### config.mk
export PLATFORM = sky130hd
export DESIGN_NAME = bport
export DESIGN_NICKNAME = d
export VERILOG_FILES = /design/src/rtl/bport_pkg.sv /design/src/rtl/bport_sync.sv /design/src/rtl/bport_capture.sv /design/src/rtl/bport_regs.sv /design/src/rtl/bport.sv
export SDC_FILE = /design/constraint.sdc
export NUM_CORES = 1
export LEC_CHECK = 0
export BUFFER_PORTS_ARGS = -buffer_cell sky130_fd_sc_hd__buf_4
export CORE_UTILIZATION = 52
export CTS_CLUSTER_DIAMETER = 60
export CTS_CLUSTER_SIZE = 25
export DETAILED_ROUTE_END_ITERATION = 8
export GPL_TIMING_DRIVEN = 0
export PLACE_DENSITY = 0.77
export SLEW_MARGIN = 20
export SYNTH_ARGS = -nofsm -noshare
export SYNTH_HDL_FRONTEND = slang
export SYNTH_SLANG_ARGS = --single-unit
### constraint.sdc
create_clock -name clk -period 1.8 [get_ports clk]
set_clock_uncertainty 0.15 [all_clocks]
set_input_delay 0.45 -clock clk [delete_from_list [all_inputs] [get_ports clk]]
set_output_delay 0.45 -clock clk [all_outputs]
set_load 0.005 [all_outputs]
### src/rtl/bport_pkg.sv
package bport_pkg;

    localparam int PORT_W  = 8;
    localparam int SEL_W   = 3;
    localparam int SYNC_N  = 2;

    typedef enum logic [SEL_W-1:0] {
        SEL_DATA  = 3'd0,
        SEL_DIR   = 3'd1,
        SEL_CTRL  = 3'd2,
        SEL_STAT  = 3'd3,
        SEL_HOLD  = 3'd4
    } sel_e;

    typedef struct packed {
        logic              fire;
        logic              write;
        logic [SEL_W-1:0]  sel;
        logic [PORT_W-1:0] data;
    } bus_op_t;

    typedef struct packed {
        logic ien;
        logic fall;
    } ctrl_t;

    function automatic logic [PORT_W-1:0] mix_read(
        input logic [PORT_W-1:0] drv,
        input logic [PORT_W-1:0] dir,
        input logic [PORT_W-1:0] live
    );
        return (drv & dir) | (live & ~dir);
    endfunction

endpackage

### src/rtl/bport_sync.sv
module bport_sync #(
    parameter int W      = 8,
    parameter int STAGES = 2
) (
    input  logic         clk,
    input  logic         rst,
    input  logic [W-1:0] d,
    output logic [W-1:0] q
);
    logic [W-1:0] chain [STAGES];

    genvar i;
    generate
        for (i = 0; i < STAGES; i++) begin : g_stage
            always_ff @(posedge clk) begin
                if (rst) chain[i] <= '0;
                else if (i == 0) chain[i] <= d;
                else chain[i] <= chain[(i == 0) ? 0 : i-1];
            end
        end
    endgenerate

    assign q = chain[STAGES-1];
endmodule

### src/rtl/bport_capture.sv
module bport_capture
    import bport_pkg::*;
(
    input  logic              clk,
    input  logic              rst,
    input  logic              stb_sync,
    input  logic              fall_sel,
    input  logic [PORT_W-1:0] pins_sync,
    input  logic              clear,
    output logic [PORT_W-1:0] hold,
    output logic              ready,
    output logic              overrun
);
    logic prev;
    logic hit;

    always_comb begin
        if (fall_sel) hit = prev & ~stb_sync;
        else          hit = stb_sync & ~prev;
    end

    always_ff @(posedge clk) begin
        if (rst) begin
            prev    <= 1'b0;
            hold    <= '0;
            ready   <= 1'b0;
            overrun <= 1'b0;
        end else begin
            prev <= stb_sync;
            if (hit) begin
                hold  <= pins_sync;
                ready <= 1'b1;
                if (ready && !clear) overrun <= 1'b1;
            end else if (clear) begin
                ready   <= 1'b0;
                overrun <= 1'b0;
            end
        end
    end
endmodule

### src/rtl/bport_regs.sv
module bport_regs
    import bport_pkg::*;
(
    input  logic              clk,
    input  logic              rst,
    input  logic              cs,
    input  logic              req,
    input  logic              rnw,
    input  logic [SEL_W-1:0]  rsel,
    input  logic [PORT_W-1:0] wdata,
    input  logic [PORT_W-1:0] pins_sync,
    input  logic [PORT_W-1:0] hold,
    input  logic              ready,
    input  logic              overrun,
    output logic              ack,
    output logic [PORT_W-1:0] rdata,
    output logic [PORT_W-1:0] drv,
    output logic [PORT_W-1:0] dir,
    output ctrl_t             ctrl,
    output logic              stb_out,
    output logic              hold_clear
);
    bus_op_t op;
    logic [PORT_W-1:0] rmux;

    always_comb begin
        op.fire  = cs & req & ~ack;
        op.write = ~rnw;
        op.sel   = rsel;
        op.data  = wdata;
    end

    assign hold_clear = op.fire & ~op.write & (op.sel == SEL_HOLD);

    always_comb begin
        rmux = '0;
        case (op.sel)
            SEL_DATA: rmux = mix_read(drv, dir, pins_sync);
            SEL_DIR:  rmux = dir;
            SEL_CTRL: rmux = {{(PORT_W-2){1'b0}}, ctrl.fall, ctrl.ien};
            SEL_STAT: rmux = {{(PORT_W-2){1'b0}}, overrun, ready};
            SEL_HOLD: rmux = hold;
            default:  rmux = '0;
        endcase
    end

    always_ff @(posedge clk) begin
        if (rst) begin
            ack     <= 1'b0;
            rdata   <= '0;
            drv     <= '0;
            dir     <= '0;
            ctrl    <= '0;
            stb_out <= 1'b0;
        end else begin
            ack     <= cs & req;
            stb_out <= op.fire & op.write & (op.sel == SEL_DATA);
            if (op.fire) begin
                if (op.write) begin
                    case (op.sel)
                        SEL_DATA: drv <= op.data;
                        SEL_DIR:  dir <= op.data;
                        SEL_CTRL: begin
                            ctrl.ien  <= op.data[0];
                            ctrl.fall <= op.data[1];
                        end
                        default: ;
                    endcase
                end else begin
                    rdata <= rmux;
                end
            end
        end
    end
endmodule

### src/rtl/bport.sv
module bport
    import bport_pkg::*;
(
    input  logic              clk,
    input  logic              rst,
    input  logic              cs,
    input  logic              req,
    input  logic              rnw,
    input  logic [SEL_W-1:0]  rsel,
    input  logic [PORT_W-1:0] wdata,
    output logic [PORT_W-1:0] rdata,
    output logic              ack,
    input  logic [PORT_W-1:0] pin_in,
    output logic [PORT_W-1:0] pin_out,
    output logic [PORT_W-1:0] pin_oe,
    input  logic              dev_stb_in,
    output logic              dev_stb_out,
    output logic              irq
);
    logic [PORT_W-1:0] pins_sync;
    logic              stb_sync;
    logic [PORT_W-1:0] hold;
    logic              ready, overrun, hold_clear;
    ctrl_t             ctrl;

    bport_sync #(.W(PORT_W), .STAGES(SYNC_N)) u_pin_sync (
        .clk(clk), .rst(rst), .d(pin_in), .q(pins_sync)
    );

    bport_sync #(.W(1), .STAGES(SYNC_N)) u_stb_sync (
        .clk(clk), .rst(rst), .d(dev_stb_in), .q(stb_sync)
    );

    bport_capture u_capture (
        .clk(clk), .rst(rst), .stb_sync(stb_sync), .fall_sel(ctrl.fall),
        .pins_sync(pins_sync), .clear(hold_clear),
        .hold(hold), .ready(ready), .overrun(overrun)
    );

    bport_regs u_regs (
        .clk(clk), .rst(rst), .cs(cs), .req(req), .rnw(rnw), .rsel(rsel),
        .wdata(wdata), .pins_sync(pins_sync), .hold(hold), .ready(ready),
        .overrun(overrun), .ack(ack), .rdata(rdata), .drv(pin_out),
        .dir(pin_oe), .ctrl(ctrl), .stb_out(dev_stb_out),
        .hold_clear(hold_clear)
    );

    assign irq = ctrl.ien & ready;
endmodule

# --- After elaboration in Yosys (flattened, before gate mapping) ---
# Memory sizes are Yosys's and may differ from the RTL's.
# Index checks and enable logic that the tools add are counted.
classes:
  shift: 0
  reduce_logical: 9
  add_sub_neg: 0
  n_lt_le_gt_ge: 0
  eq_ne: 5
  bitwise: 21
  muxes: 13
  div_mod_pow: 0
  n_mul: 0
ops:
  columns: ["cell", "n"]
  rows:
  - ["8-bit one-hot mux with 5 select lines", 1]
  - ["8-bit AND", 2]
  - ["8-bit two-way mux", 2]
  - ["1-bit two-way mux", 10]
  - ["1-bit AND", 9]
  - ["3-bit AND reduction", 3]
  - ["8-bit inverter", 1]
  - ["8-bit OR", 1]
  - ["3-bit by 2-bit equality test with 1-bit output, second input constant", 2]
  - ["1-bit inverter", 4]
  - ["1-bit OR", 4]
  - ["2-bit AND reduction", 2]
  - ["3-bit by 1-bit equality test with 1-bit output, second input constant", 1]
  - ["3-bit equality test, second input constant", 1]
  - ["3-bit zero test", 1]
  - ["2-bit != test, second input constant", 1]
  - ["2-bit nonzero test", 1]
  - ["1-bit logical AND", 1]
  - ["1-bit zero test", 1]
totals:
  latchBits: 0
  romBits: 0
  mem_count: 2
  inputBits: 25
  word_cells: 61
  ram_bits: 18
  regBits: 39
  output_inout_bits: 27
memory_table:
  columns: ["name", "words", "width", "read_ports", "rd_clocked_by_memory_dff", "write_ports", "line_no", "text"]
  rows:
  - ["u_pin_sync.chain", 2, 8, 2, 0, 2, "bport_sync.sv:10", "logic [W-1:0] chain [STAGES];"]
  - ["u_stb_sync.chain", 2, 1, 2, 0, 2, "bport_sync.sv:10", null]

# --- Depth between registers and ports, before layout ---
# Gate-level depths: netlist (run 1).
depth:
  word_depth: 8
  mapped_depth: 6
  depth_no_buf: 4

# --- By module ---
# Synthesis (run 1) repeated with hierarchy kept, for this count alone.
hier_totals:
  cells_unflattened: 231
  hier_area_um2: 2398.6
by_module_without_submodules:
  columns: ["module", "n_inst", "cells_each", "seq_area_each_um2", "area_each_um2"]
  rows:
  - ["bport_regs", 1, 145, 560.5, 1390.1]
  - ["bport_capture", 1, 48, 220.2, 485.5]
  - ["bport_sync at u_pin_sync", 1, 33, 320.3, 464.2]
  - ["bport_sync at u_stb_sync", 1, 4, 40.0, 52.6]
  - ["bport", 1, 1, 0.0, 6.3]

# --- Least setup slack after synthesis (run 1) ---
# OpenSTA, ideal clock, no wires.
synth_path:
  kind: "input to register"
  startpoint: "input rnw"
  endpoint: "register u_regs.drv[2]"
  t_required_ns: 1.522
  path_slack_ns: 0.185
  n_path_buf: 0
  setup_ns: 0.128
  path_stages: 4
  arrival_time_ns: 1.337
  path_cell_list: "nand4bb_4 -> nor3_4 -> mux2i_1 -> nor2_1"
synth_via:
  elab_chain_cells: 2
synth_lines:
  columns: ["element", "line_no", "text"]
  rows:
  - ["start: declaration", "bport.sv:8", "input logic rnw,"]
  - ["1-bit inverter (no line)", null, null]
  - ["3-bit AND reduction (no line)", null, null]
  - ["end signal: assignment", "bport_regs.sv:61", "SEL_DATA: drv <= op.data;"]
  - ["end: declaration", "bport_regs.sv:17", "output logic [PORT_W-1:0] drv,"]
# Every way passes these cells.
# A chain may end at the register's enable or synchronous reset.

# --- Final worst setup path (run 1) ---
layout_path:
  startpoint: "input rsel[2]"
  endpoint: "register u_regs.drv[7]"
layout_via:
  elab_chain_cells: 2
layout_lines:
  columns: ["element", "line_no", "text"]
  rows:
  - ["start: declaration", "bport.sv:9", "input logic [SEL_W-1:0] rsel,"]
  - ["3-bit zero test", "bport_regs.sv:60", "case (op.sel)"]
  - ["3-bit AND reduction (no line)", null, null]
# Every way passes these cells.

==> results of run 1 <==
==> flip-flops by register name, indices dropped and copies added, names as in the netlist <==
| name | cells |
|---|---|
| u_stb_sync.chain | 2 |
| u_pin_sync.chain | 16 |
| u_capture.prev | 1 |
| u_regs.ack | 1 |
| u_regs.dir | 8 |
| u_regs.rdata | 8 |
| u_capture.ready | 1 |
| u_regs.drv | 8 |
| u_regs.stb_out | 1 |
| u_capture.hold | 8 |
| u_regs.ctrl | 2 |
| u_capture.overrun | 1 |
==> layer usage <==
metal / part of all wire (%) / track usage (%)
met5: 0 / 0
met4: 1.2 / 10.9
met3: 4.5 / 5.07
met2: 45 / 35.6
met1: 49 / 32.3
==> cell families after synthesis <==
kind of cell / count (synthesis)
and+or+nand+nor: 82
DFF: 57
AOI/OAI and AO/OA: 36
buffers and inverters: 16
muxes: 30
==> area by class of cell <==
class                      count  area (µm²)
fill                         317        1160
sequential                    57        1140
multi-input combinational    148        1010
timing repair buffer          51         383
clock buffer                  11         151
clock inverter                 5        77.6
tap                           50        62.6
buffer                        12        51.3
inverter                       4        15.0
==> through the flow <==
stage / TNS [ps] / hold WS, ps
final: 0 / 184
after global routing: 0 / 180
after CTS: 0 / 176
after detailed placement: -1270 / 272
after global placement: -1150 / 266
after floorplan: 0 / 264
==> worst max-delay path: cells and delay by family <==
| family | cells | cell delay (ps) |
|---|---|---|
| simple gates | 3 | 830 |
| buf+inv | 1 | 130 |
| mux | 1 | 260 |
==> how the worst min path moves through the flow <==
stage / from / to / slack, ps / cells past startpoint
2_1_floorplan: u_pin_sync.chain[0][0] / u_pin_sync.chain[1][0] / 260 / 1
4_1_cts: pin_in[7] / u_pin_sync.chain[0][7] / 180 / 2
5_1_grt: dev_stb_in / u_stb_sync.chain[0] / 180 / 2
3_5_place_dp: u_pin_sync.chain[0][3] / u_pin_sync.chain[1][3] / 270 / 1
3_3_place_gp: u_pin_sync.chain[0][3] / u_pin_sync.chain[1][3] / 270 / 1
6_report: pin_in[7] / u_pin_sync.chain[0][7] / 180 / 2
==> layout by cell type, fill, tap and decap left out, types with 2 or more instances in the layout <==
| cell type | instances |
|---|---|
| sky130_fd_sc_hd__inv_1 | 4 |
| sky130_fd_sc_hd__nor3b_1 | 5 |
| sky130_fd_sc_hd__bufinv_16 | 2 |
| sky130_fd_sc_hd__o21ai_0 | 9 |
| sky130_fd_sc_hd__clkbuf_1 | 6 |
| sky130_fd_sc_hd__a221o_1 | 2 |
| sky130_fd_sc_hd__clkinv_2 | 2 |
| sky130_fd_sc_hd__a21o_1 | 2 |
| sky130_fd_sc_hd__o31ai_1 | 2 |
| sky130_fd_sc_hd__nand2_1 | 5 |
| sky130_fd_sc_hd__mux2i_1 | 30 |
| sky130_fd_sc_hd__nor2b_1 | 20 |
| sky130_fd_sc_hd__o211ai_1 | 2 |
| sky130_fd_sc_hd__dfxtp_1 | 57 |
| sky130_fd_sc_hd__nor2_1 | 34 |
| sky130_fd_sc_hd__nand2b_1 | 2 |
| sky130_fd_sc_hd__nand3_1 | 2 |
| sky130_fd_sc_hd__buf_2 | 5 |
| sky130_fd_sc_hd__a21oi_1 | 12 |
| sky130_fd_sc_hd__a22o_1 | 2 |
| sky130_fd_sc_hd__buf_4 | 51 |
| sky130_fd_sc_hd__o32ai_1 | 4 |
| sky130_fd_sc_hd__or3b_2 | 4 |
| sky130_fd_sc_hd__clkbuf_8 | 11 |
==> report_power, final <==
| group | switching [µW] | leakage [µW] | internal [µW] | total, µW |
|---|---|---|---|---|
| sequential | 13.6 | 0.000464 | 1290 | 1300 |
| combinational | 86.6 | 0.000649 | 82.6 | 169 |
| clock | 505 | 0.000115 | 850 | 1350 |
==> metrics.md, run 1 <==
| Metric | Value |
|---|---|
| Result of the run | finished, final reports clean |
| Reg2reg start | u_regs.ack |
| Placement Cell Area | 2670 µm² |
| Required time at the worst-slack endpoint | 1850 ps |
| Drt total wl | 4800 µm |
| Fraction of the yosys area taken by sequential cells | 51.4% |
| Clock root buffer master | sky130_fd_sc_hd__clkbuf_8 |
| Vertical die dimension | 67.3 µm |
| Number of standard cells in the final layout excluding fillers | 338 |
| Synth area leaders | sky130_fd_sc_hd__dfxtp_1 51%, sky130_fd_sc_hd__mux2i_1 14%, sky130_fd_sc_hd__nor2_1 5.7%, sky130_fd_sc_hd__nor2b_1 5.6%, sky130_fd_sc_hd__a21oi_1 2.7% |
| Basic-gate share of the synthesized area counting and, or, nand and nor cells | 21.5% |
| Number of standard cells after synthesis | 221 |
| Hold_buf cts | 0 |
| Post CTS Setup Buffer Count | 0 |
| DP Cell Count | 322 |
| Most frequent cells after synthesis | 57 x sky130_fd_sc_hd__dfxtp_1, 34 x sky130_fd_sc_hd__nor2_1, 30 x sky130_fd_sc_hd__mux2i_1 |
| First-pass GRT wire length | 7770 µm |
| Static Leak | 0.00123 µW |
| Worst setup endpoint | u_regs.drv[7] |
| Post-CTS Resized | 0 |
| Number of antenna violations at the first check in global routing | 0 |
| Final Max Slew Viols | 0 |
| Biggest fanout along the worst timing path | 8 |
| Estimated wirelength of the detail-placed design | 3500 µm |
| Antenna violation net count after detailed routing | 0 |
| Critical path cell sequence | buf_4 > or2_1 > nor3_4 > mux2i_1 > nor2_1 |
| Shortest period the worst path allows | 1640 ps |
| Proportion of synthesized flip-flops having asynchronous set or reset | 0% |
| Total number of placement rows | 23 |
| Kind of end point of the critical path | flip-flop |
| Longest individual stage delay on the worst path | 510 ps |
| Worst min-delay path class | primary input to flip-flop |
| Number of flops mapped to enable cells by yosys | 0 |
| Multiplexer fraction of the synthesized cell area | 13.5% |
| Clock insertion delay at the later pin of the skew report | 330 ps |
| Total power draw | 2830 µW |
| Yosys warning total | 0 |
| Worst reg2reg endpoint | u_regs.drv[7] |
| Area share of the largest cell type after synthesis | 51.4% |
| Final hold violation count | 0 |
| Vias in the first global route | 1676 |
| Number of violations reported at the end of detailed-routing iteration 0 | 104 |
| Core area | 4060 µm² |
| Fin nets | 308 |
| Synthesized-area fraction occupied by xor and xnor cells | 0% |
| Worst slack at placement | -129 ps |
| Max-cap violations | 0 |
| Final WS setup | 164 ps |
| Distinct cells, synth | 32 |
| Bufs on Longest Clock Path | 2 |
| Sort of element at the start of the critical path | primary input |
| Avg Synthesized Cell Area | 10.0 µm² |
| Clock tree from TritonCTS | built |
| Number of search-and-repair iterations in the first detailed-routing pass | 4 |
| Die Footprint | 4530 µm² |
| Number of input and output port buffers inserted | 51 |
| Layout cell share with drive strength beyond 1 | 27.8% |
| Number of sinks on the clock net | 57 |
| Boundary Pins | 52 |
| Synthesized-area fraction occupied by ao, oa, aoi and oai cells | 10.5% |
| Library cell with the largest summed area after synthesis | sky130_fd_sc_hd__dfxtp_1 |
| Launching instance or port of the critical path | rsel[2] |
| Final standard cell area without fillers | 2890 µm² |
| Die X | 67.3 µm |
| Remaining routing DRC violations | 0 |
| TritonCTS buffer count | 9 |
| Critical path class | primary input to flip-flop |
| Final cell utilization of the core | 71.3% |
| Count of H-tree levels built during CTS | 3 |
| Maximum clock rate | 611 MHz |
| Max stage delay cell, worst path | sky130_fd_sc_hd__nor3_4 |
| Overall routing resource usage | 23.7% |
| Portion of the clock cycle consumed by the worst path in the final layout | 90.9% |
| Commonest register cell after synthesis | sky130_fd_sc_hd__dfxtp_1 |
| Starting Density | 54.7% |
| Worst reg2reg path depth | 4 |
| Setup repair after global routing missed its margin | false |
| Largest net degree at the start of global routing | 11 |
| Drt via density | 5.24 |
| Total number of vias | 1770 |
| Slew at the pin closest to its max-slew limit | 578 ps |
| Area added between synthesis and finish | 30.4% |
| Adder-Cell Fraction of Synth Area | 0% |
| Peak supply drop | 618 µV |
| Slack of the worst reg-to-reg path | 180 ps |
| Combinational family with the most area after synthesis | simple AND/OR/NAND/NOR gates |
| Wire length per cell | 14.2 µm |
| Gpl congestion | 0.854 |
| Total of flip-flops plus latches after synthesis | 57 |
| Number of nets in the synthesized netlist | 246 |
| Total grt overflow | 0 |
| Netlist Area Pre-Place | 2220 µm² |
| Data arrival time at the worst-slack endpoint | 1680 ps |
| Count leader, synth | sky130_fd_sc_hd__dfxtp_1 |
| Setup violation total in the final timing report | 0 |
| Antenna diodes | 0 |
| Slew HR | 61.3% |
| Power density of the placed cells | 976 nW/µm² |
| Reg clk slew, reported paths | 60 ps |
Note: power is estimated with default switching activity, not from simulation.
==> run 2, diff against run 1 <==
- CTS_BUF_LIST: default -> sky130_fd_sc_hd__clkbuf_16
- clock period: 1.8 -> 1.7 ns (I/O delays scaled with it)
==> metrics.md, run 2 (synthesis results as in run 1) <==
| Metric | Value |
|---|---|
| Number of input and output port buffers inserted | 51 (unchanged) |
| Clock insertion delay at the later pin of the skew report | 320 ps (about the same) |
| Peak supply drop | 912 µV (+47%) |
| Number of violations reported at the end of detailed-routing iteration 0 | 130 (+25%) |
| Total number of placement rows | 23 (unchanged) |
| Max-cap violations | 0 (unchanged) |
| Wire length per cell | 14.9 µm (+5.2%) |
| Count of H-tree levels built during CTS | 3 (unchanged) |
| Register with the most flip-flops | u_pin_sync.chain |
| Largest net degree at the start of global routing | 11 (unchanged) |
| Worst reg2reg endpoint | u_capture.hold[6] |
| First-pass GRT wire length | 7970 µm (+2.6%) |
| Kind of end point of the critical path | flip-flop |
| Sink of the worst hold path | u_pin_sync.chain[0][7] |
| Static Leak | 0.00127 µW (+3.5%) |
| Portion of the clock cycle consumed by the worst path in the final layout | 95.2% |
| Area added between synthesis and finish | 34.9% |
| Remaining routing DRC violations | 0 (unchanged) |
| Antenna violation net count after detailed routing | 0 (unchanged) |
| Vias in the first global route | 1693 (+1.0%) |
| Worst hold path cell count | 2 (unchanged) |
| Setup violation total in the final timing report | 0 (unchanged) |
| Maximum clock rate | 618 MHz |
| Overall routing resource usage | 24.5% (+0.76 points) |
| Layout cell share with drive strength beyond 1 | 27.3% (-0.44 points) |
| Total power draw | 3420 µW (+21%) |
| Worst slack at placement | -204 ps (-75.0 ps) |
| Reg clk slew, reported paths | 50 ps (about the same) |
| Total grt overflow | 0 (unchanged) |
| Gpl congestion | 0.854 (unchanged) |
| Power density of the placed cells | 1140 nW/µm² (+17%) |
| Launching instance or port of the critical path | u_capture.prev |
| Critical path cell sequence | nand2b_1 > o21ai_0 > buf_2 > mux2i_1 > nor2_1 |
| Die Footprint | 4530 µm² (unchanged) |
| Shortest period the worst path allows | 1620 ps |
| Slack of the worst reg-to-reg path | 80 ps (-100 ps) |
| Clock tree from TritonCTS | built |
| Antenna diodes | 0 (unchanged) |
| Buf+Inv Stages, Crit Path | 1 (unchanged) |
| Final hold violation count | 0 (unchanged) |
| Clock root buffer master | sky130_fd_sc_hd__clkbuf_16 |
| Max stage delay cell, worst path | sky130_fd_sc_hd__buf_2 |
| Critical path class | flip-flop to flip-flop |
| Final WS setup | 81.0 ps (-82.5 ps) |
| Fill count | 293 (-7.6%) |
| TritonCTS buffer count | 9 (unchanged) |
| Longest individual stage delay on the worst path | 350 ps (-160 ps) |
| Drt total wl | 5070 µm (+5.5%) |
| Result of the run | finished, final reports clean |
| Boundary Pins | 52 (unchanged) |
| Category of cells accounting for the largest share of critical-path delay | buffers and inverters |
| Most common cell after layout, fill and taps aside | sky130_fd_sc_hd__dfxtp_1 |
| Placement Cell Area | 2670 µm² (unchanged) |
| Slew HR | 62.1% (+0.72 points) |
| Biggest fanout along the worst timing path | 10 (+2) |
| Final Max Slew Viols | 0 (unchanged) |
| Die X | 67.3 µm (unchanged) |
| Number of antenna violations at the first check in global routing | 0 (unchanged) |
| Number of sinks on the clock net | 57 (unchanged) |
| Post-CTS Resized | 0 (unchanged) |
| Starting Density | 54.7% (unchanged) |
| Worst min-delay path class | primary input to flip-flop |
| Vertical die dimension | 67.3 µm (unchanged) |
| Final standard cell area without fillers | 3000 µm² (+3.5%) |
| Data arrival time at the worst-slack endpoint | 1660 ps (-20 ps) |
| Estimated wirelength of the detail-placed design | 3500 µm (unchanged) |
| Number of search-and-repair iterations in the first detailed-routing pass | 5 (+1) |
| Flip-flop count of the largest register, all copies and words added | 16 (unchanged) |
| Worst reg2reg path depth | 5 (+1) |
| Number of standard cells in the final layout excluding fillers | 339 (+0.30%) |
| Reg2reg start | u_capture.prev |
| DP Cell Count | 322 (unchanged) |
| Setup repair after global routing missed its margin | false |
| Fin nets | 309 (+0.32%) |
| Highest-count cells in the layout ignoring fill and taps | 57 x sky130_fd_sc_hd__dfxtp_1, 51 x sky130_fd_sc_hd__buf_4, 34 x sky130_fd_sc_hd__nor2_1, 30 x sky130_fd_sc_hd__mux2i_1, 20 x sky130_fd_sc_hd__nor2b_1 |
| Worst Hold Launch | pin_in[7] |
| Sort of element at the start of the critical path | flip-flop |
| Core area | 4060 µm² (unchanged) |
| Required time at the worst-slack endpoint | 1740 ps (-110 ps) |
| Total number of vias | 1825 (+3.1%) |
| Bufs on Longest Clock Path | 2 (unchanged) |
| Slew at the pin closest to its max-slew limit | 569 ps (-8.91 ps) |
| Drt via density | 5.38 (+2.8%) |
-- run 2: changes by cell type in the layout (fill, tap and decap cells not counted) --
cell / previous run / this run
sky130_fd_sc_hd__clkbuf_8: 11 / 0
sky130_fd_sc_hd__clkbuf_16: 0 / 9
sky130_fd_sc_hd__clkinv_1: 0 / 2
sky130_fd_sc_hd__buf_12: 0 / 1
-- run 2: area by class of cell --
cell class | instances | area [µm²] | share of cell area (%)
Buffer | 12 | 51.3 | 1.71
Clock buffer | 9 | 225 | 7.52
Clock inverter | 7 | 85.1 | 2.84
Inverter | 4 | 15.0 | 0.501
Multi-Input combinational cell | 148 | 1010 | 33.8
Sequential cell | 57 | 1140 | 38.1
Tap cell | 50 | 62.6 | 2.09
Timing Repair Buffer | 52 | 403 | 13.5
-- run 2: through the flow --
| step | TNS (ps) | utilization, % | hold slack, ps |
|---|---|---|---|
| after CTS | 0 | 73.3 | 161 |
| after global routing | 0 | 73.8 | 168 |
| after global placement | -2730 | 65.7 | 266 |
| final | 0 | 73.8 | 162 |
| after detailed placement | -2950 | 65.7 | 272 |
| after floorplan | 0 | - | 264 |
-- run 2: worst max-delay path by stage --
| stage | endpoint | depth (start not counted) |
|---|---|---|
| CTS | u_regs.drv[7] | 4 |
| global route | u_capture.hold[0] | 5 |
| global placement | u_regs.drv[1] | 5 |
| finish | u_capture.hold[6] | 5 |
| floorplan | u_regs.drv[2] | 4 |
| detailed placement | u_regs.drv[3] | 5 |
-- run 2: per-layer routing --
metal	share of wire (%)	vias up	global-route usage, %
li1	-	894	-
met1	47	851	32.9
met2	46	70	37.0
met3	5.6	10	5.07
met4	1.6	0	12.2
met5	0	-	0
-- run 2: timing repair --
item	4_1_cts	5_1_grt
hold buffers	0	0
endpoints found under the setup margin	0	8
buffers inserted	0	1
-- run 2: report_power, final --
part | internal, µW | total (µW) | switching [µW]
Clock | 1260 | 1860 | 594
Sequential | 1370 | 1380 | 15.2
Combinational | 88.2 | 182 | 93.4
Total | 2720 | 3420 | 703
==> run 3, diff against run 2 <==
- CORE_UTILIZATION: 52 -> 55
- CTS_BUF_LIST: sky130_fd_sc_hd__clkbuf_16 -> sky130_fd_sc_hd__clkbuf_4 sky130_fd_sc_hd__clkbuf_8
- PLACE_DENSITY: 0.77 -> 0.8
==> metrics.md, run 3 (synthesis results as in run 1) <==
| Metric | Value |
|---|---|
| Total grt overflow | 0 (unchanged) |
| Vias in the first global route | 1684 (-0.53%) |
| Final hold violation count | 0 (unchanged) |
| Overall routing resource usage | 26.6% (+2.1 points) |
| Layout cell share with drive strength beyond 1 | 27.8% (+0.44 points) |
| Final Max Slew Viols | 0 (unchanged) |
| Bufs on Longest Clock Path | 2 (unchanged) |
| Portion of the clock cycle consumed by the worst path in the final layout | 91.9% (-3.3 points) |
| Sort of element at the start of the critical path | flip-flop |
| Number of sinks on the clock net | 57 (unchanged) |
| Number of input and output port buffers inserted | 51 (unchanged) |
| Area added between synthesis and finish | 30.7% |
| Gpl congestion | 0.816 (-4.4%) |
| Remaining routing DRC violations | 0 (unchanged) |
| Number of violations reported at the end of detailed-routing iteration 0 | 136 (+4.6%) |
| Wire length per cell | 15.7 µm (+4.8%) |
| Max-cap violations | 0 (unchanged) |
| Drt via density | 5.51 (+2.3%) |
| Final cell utilization of the core | 76.9% (+3.1 points) |
| Hold_buf cts | 0 (unchanged) |
| Kind of end point of the critical path | output pin |
| Count of H-tree levels built during CTS | 3 (unchanged) |
| Die X | 65.5 µm (-2.7%) |
| Data arrival time at the worst-slack endpoint | 990 ps (-670 ps) |
| Power density of the placed cells | 1020 nW/µm² (-11%) |
| Flip-flop count of the largest register, all copies and words added | 16 (unchanged) |
| Worst slack at placement | -195 ps (+9.20 ps) |
| Setup repair after global routing missed its margin | false |
| Estimated wirelength of the detail-placed design | 3480 µm (-0.57%) |
| Setup violation total in the final timing report | 0 (unchanged) |
| Number of antenna violations at the first check in global routing | 0 (unchanged) |
| Vertical die dimension | 65.5 µm (-2.7%) |
| Static Leak | 0.00123 µW (-2.9%) |
| Most common cell after layout, fill and taps aside | sky130_fd_sc_hd__dfxtp_1 |
| Required time at the worst-slack endpoint | 1120 ps (-620 ps) |
| Total number of vias | 1850 (+1.4%) |
| Worst min-delay path class | primary input to flip-flop |
| Boundary Pins | 52 (unchanged) |
| Biggest fanout along the worst timing path | 4 (-6) |
| Clock tree from TritonCTS | built |
| Register with the most flip-flops | u_pin_sync.chain |
| Slew at the pin closest to its max-slew limit | 609 ps (+39.7 ps) |
| First-pass GRT wire length | 8270 µm (+3.7%) |
| TritonCTS buffer count | 9 (unchanged) |
| Fill count | 282 (-3.8%) |
| Clock root buffer master | sky130_fd_sc_hd__clkbuf_8 |
| Antenna diodes | 0 (unchanged) |
| Highest-count cells in the layout ignoring fill and taps | 57 x sky130_fd_sc_hd__dfxtp_1, 51 x sky130_fd_sc_hd__buf_4, 34 x sky130_fd_sc_hd__nor2_1, 30 x sky130_fd_sc_hd__mux2i_1, 20 x sky130_fd_sc_hd__nor2b_1 |
| Maximum clock rate | 640 MHz (+3.6%) |
| Fin nets | 309 (unchanged) |
| Starting Density | 58.9% (+4.2 points) |
| Peak supply drop | 614 µV (-33%) |
| Result of the run | finished, final reports clean |
| Reg clk slew, reported paths | 60 ps (about the same) |
| Sequential cell area | 1140 µm² (unchanged) |
| Drt total wl | 5260 µm (+3.9%) |
| Clock insertion delay at the later pin of the skew report | 340 ps (+20 ps) |
| Shortest period the worst path allows | 1560 ps (-56.4 ps) |
| Antenna violation net count after detailed routing | 0 (unchanged) |
| Largest net degree at the start of global routing | 11 (unchanged) |
| Worst hold slack after final layout | 151 ps (-10.5 ps) |
| Critical path class | flip-flop to output pin |
| Slew HR | 59.4% (-2.6 points) |
| Final WS setup | 137 ps (+56.4 ps) |
| Core area | 3770 µm² (-7.1%) |
| Die Footprint | 4290 µm² (-5.3%) |
| Multi-input gate area in the final layout | 1010 µm² (unchanged) |
| Total number of placement rows | 22 (-4.3%) |
| Number of search-and-repair iterations in the first detailed-routing pass | 4 (-1) |
## run 3: path summary, 6_finish.rpt
| kind | from | to | slack (ps) | cells past startpoint |
|---|---|---|---|---|
| max | u_capture.ready | irq | 140 | 2 |
| min | pin_in[2] | u_pin_sync.chain[0][2] | 150 | 2 |
| max reg2reg | u_regs.ack | u_regs.dir[1] | 140 | 4 |
| min reg2reg | u_pin_sync.chain[0][1] | u_pin_sync.chain[1][1] | 290 | 1 |
## run 3: cell type report
| class | instances | share of cell area [%] |
|---|---|---|
| Buffer | 12 | 1.77 |
| Clock inverter | 3 | 2.24 |
| Multi-Input combinational cell | 148 | 34.9 |
| Sequential cell | 57 | 39.3 |
| Inverter | 4 | 0.518 |
| Timing Repair Buffer | 52 | 13.9 |
| Clock buffer | 12 | 5.26 |
| Tap cell | 48 | 2.07 |
## run 3: per-layer routing
layer,vias up,wire (µm),GRT usage [%]
li1,892,-,-
met3,10,321,5.21
met4,0,68,14.1
met1,886,2350,34.2
met5,-,0,0
met2,62,2520,41.9
## run 3: metrics by stage
stage | instances | TNS, ps | cell area (µm²) | total power (µW)
detailed placement | 320 | -3220 | 2660 | 1590
global route | 336 | 0 | 2900 | 3070
finish | 336 | 0 | 2900 | 2960
CTS | 335 | 0 | 2880 | 2980
floorplan | 221 | 0 | 2220 | 1500
global placement | 320 | -3250 | 2660 | 1580
## run 3: critical path: stages, from the launching register on
cell and delay, ps:
sky130_fd_sc_hd__dfxtp_1 400, sky130_fd_sc_hd__and2_1 150, sky130_fd_sc_hd__buf_4 100
## run 3: repair_timing
item                       in CTS  in global routing
pin swaps                       1                  1
gates resized for setup         0                  0
setup endpoints to repair       1                  8
setup buffers                   0                  1
cloned                          0                  0
## run 3: power breakdown
| part | internal (µW) | switching [µW] |
|---|---|---|
| logic | 88.2 | 95.3 |
| registers | 1360 | 15.5 |
| clock network | 887 | 513 |
| total | 2340 | 623 |
